===== src/rtl/ae_status_bus_arb.sv =====
module ae_status_bus_arb #(
  parameter int NQ = 4,
  parameter int AW = 3
) (
  input  logic          clk,
  input  logic          rst_n,
  input  logic [NQ-1:0] qstat,
  input  logic          strobe,
  input  logic [AW-1:0] sel_addr,
  input  logic [AW-1:0] dev_id,
  output logic [NQ-1:0] bus_data,
  output logic          bus_oe
);

  logic          hit;
  logic          pend_q;
  logic          oe_q;
  logic [NQ-1:0] stat_q;

  assign hit = (sel_addr == dev_id);

  always_ff @(posedge clk or negedge rst_n) begin
    if (!rst_n) begin
      pend_q <= 1'b0;
      oe_q   <= 1'b0;
      stat_q <= '0;
    end else begin
      stat_q <= qstat;
      if (strobe) begin
        oe_q   <= 1'b0;
        pend_q <= hit;
      end else begin
        oe_q   <= oe_q | pend_q;
        pend_q <= 1'b0;
      end
    end
  end

  assign bus_oe   = oe_q;
  assign bus_data = oe_q ? stat_q : '0;

endmodule



===== config.mk =====
export PLATFORM = sky130hd
export DESIGN_NAME = ae_status_bus_arb
export DESIGN_NICKNAME = d
export VERILOG_FILES = /design/src/rtl/ae_status_bus_arb.sv
export SDC_FILE = /design/constraint.sdc
export NUM_CORES = 1
export LEC_CHECK = 0
export BUFFER_PORTS_ARGS = -buffer_cell sky130_fd_sc_hd__buf_4
export CAP_MARGIN = 40
export CORE_AREA = 2 2 39 41
export CTS_BUF_LIST = sky130_fd_sc_hd__clkbuf_4
export CTS_CLUSTER_DIAMETER = 200
export DETAILED_ROUTE_END_ITERATION = 12
export DIE_AREA = 0 0 41 43
export GPL_ROUTABILITY_DRIVEN = 0
export SYNTH_ARGS = -nofsm -noshare
export SYNTH_HDL_FRONTEND = slang
export SYNTH_SLANG_ARGS = --single-unit

===== constraint.sdc =====
create_clock -name clk -period 0.8 [get_ports clk]
set_clock_uncertainty 0.05 [all_clocks]
set_input_delay 0.08 -clock clk [delete_from_list [all_inputs] [get_ports clk]]
set_output_delay 0.08 -clock clk [all_outputs]
set_load 0.02 [all_outputs]

==> impl_metrics.ini <==
[outcome]
status = finished, violations left
failed_checks = negative setup slack

[timing]
timing.final.max_slew_violations = 0
layout_setup_ws_ns = -0.281
rsz0062_at_grt = true
final_hold_viol_count = 0
fmax_mhz = 925
tightest_slew_ns = 0.109
fin_crit_sh_pct = 135
relSlewSlack_pct = 92.7
finalSetupViolations = 5
final.min_clock_period_ns = 1.08

[pwr]
peakVddDrop_v = 0.000641
swShare_pct = 20.5
p_comb_share_pct = 16.3
p_leak_nw = 0.229
seqPwrFrac_pct = 41.4
powerDensity_nw_per_um2 = 1670
p_int_uw = 630
power_frac_clock_pct = 42.4
power_switching_uw = 163

[clock_network]
cts_tree = built
cts_inserted_buffers = 3
root_buffer = clkbuf_4
clk_pin_slew_ns = 0.05
clockBufferDepth = 2
clkLatencyLatePin_ns = 0.25
cts.sinks = 6
htreeDepth = 1

[synth]
async_reset_ff_share_pct = 100
syn-instance-count = 16
avgSynthCellArea_um2 = 13.6
ys.flop_type = dfrtp_1
syn-num-nets = 29
synth_seq_cells = 6
yosys-top-cells-area = dfrtp_1 69%, xnor2_1 12%, and2_1 11%
yosys.area.top_type_share_pct = 69.0
yosys.area.top_type = dfrtp_1
yosys_warnings = 0
syn-cell-area_um2 = 218
synth_most_common_cell = dfrtp_1
synth-edff-count = 0
ys_seq_area_share_pct = 69.0
synth_cell_type_count = 5
ys_top_cells_by_count = 6 x dfrtp_1, 4 x and2_1, 3 x xnor2_1, 2 x nor2_1, 1 x and4_1

[critical_path]
critical_path.top_delay_family = flip-flops
worstRegToRegCells = 2
worstPathMaxFanout = 6
cpMaxStageDelayCell = dfrtp_2
max_stage_delay_ns = 0.43
critPathRequiredTime_ns = 0.67
path_buf_inv = 1
reg2reg_from = bus_oe
crit_path_start = bus_oe
end_kind = output pin
critPathKind = flop to output pin
r2r_setup_slack_ns = 0.05
r2r-end = bus_oe
crit_end = bus_data[1]
critPathLaunchType = flop
crit_path_cell_trace = and2_4 > buf_6
arrival_ns = 0.95
path_depth = 2

[drt]
drcViolationCount = 0
drt_iter0_drc = 0
via_per_inst = 3.57
routed_wl_um = 532
final_antenna_net_count = 0
vias = 207
drt_pass1_iterations = 1
wl_per_cell_um = 9.17

[final_layout]
final_layout_size_suffix_gt1_share_pct = 59.5
fin_cells = 58
utilization_pct = 34.3
num_antenna_cells = 0
fin_nets = 56
syn2layout_area_growth_pct = 118
fillers = 145

[grt]
grtUsageTotal_pct = 8.84
grt_start_max_net_pins = 7
grt_pass1_wl_um = 862
antenna_found_initial = 0
grt_pass1_vias = 211
globalRouteOverflowTotal = 0

[die]
die_h_um = 43
rows = 14
die_w_um = 41
fp.coreArea_um2 = 1380
initial_core_util_pct = 15.7
dieArea_um2 = 1760
ios = 18

[run]
drv_cap = 0

[min_path]
hold_class = input port to flop
min_from = sel_addr[2]

[placement]
portBuffers = 17
dp_cells = 49
==> cell usage in the layout, fill, tap and decap left out <==
cell type       n
buf_4          12
dlygate4sd3_1   6
dfrtp_1         5
and2_4          4
clkbuf_4        4
buf_6           4
xnor2_1         3
nor2_1          2
and4_1          1
dfrtp_2         1
==> final cells by class <==
class                   instances  area [um^2]  area share, %
multi-input cells              10         77.6           16.4
clock buffers                   4         30.0           6.33
repair buffers                 22          195           41.2
well taps                      16         20.0           4.22
flip-flops and latches          6          151           31.9
==> how the worst min path moves through the flow <==
stage / slack (ns) / cells past startpoint / to
6_report: 0.11 / 3 / pend_q
5_1_grt: 0.09 / 3 / pend_q
4_1_cts: 0.09 / 3 / pend_q
3_5_place_dp: -0.16 / 1 / stat_q[0]
3_3_place_gp: -0.16 / 1 / pend_q
2_1_floorplan: -0.27 / 0 / bus_oe
==> layer usage <==
metal	track usage, %	part of all wire [%]
met5	0	0
met4	10.0	1.5
met3	6.28	13
met2	10.9	46
met1	8.36	39
==> sequential cells by signal (all words and copies together) (netlist names) <==
register  cells
stat_q        4
bus_oe        1
pend_q        1
==> metrics by stage <==
| step | area, um^2 | total power, mW | hold WS, ns | setup TNS, ns | worst slack, ns |
|---|---|---|---|---|---|
| 6_report | 474 | 0.793 | 0.106 | -1.29 | -0.281 |
| 5_1_grt | 474 | 0.848 | 0.0939 | -1.52 | -0.325 |
| 3_5_place_dp | 373 | 0.434 | -0.161 | -0.238 | -0.0703 |
| 3_3_place_gp | 373 | 0.434 | -0.161 | -0.197 | -0.0560 |
| 2_1_floorplan | 225 | 0.364 | -0.266 | -0.0141 | -0.00469 |
| 4_1_cts | 482 | 0.820 | 0.0907 | -1.36 | -0.295 |
==> worst min-delay path, cell delays in order <==
cell and delay, ns:
buf_4 0.08, xnor2_1 0.05, and4_1 0.16
==> timing repair <==
item                                    in CTS  in global routing
hold buffers                                 6                  0
buffers inserted                             0                  0
endpoints found under the setup margin       5                  7
gates resized for setup                      7                  0
hold endpoints to repair                    11                  0
pin swaps                                    1                  0
==> power groups by stage <==
stage / combinational, mW / sequential, mW / clock [mW]
after CTS: 0.133 / 0.328 / 0.360
after global routing: 0.140 / 0.329 / 0.379
after detailed placement: 0.103 / 0.331 / 0
after floorplan: 0.0312 / 0.333 / 0
final: 0.129 / 0.328 / 0.336
after global placement: 0.102 / 0.331 / 0
==> cells by family after synthesis <==
group	count (synthesis)	share of synthesized area, %
AND/OR/NAND/NOR	7	19.0
flip-flops	6	69.0
XOR/XNOR	3	12.1
Power figures use the tool's default switching activity.
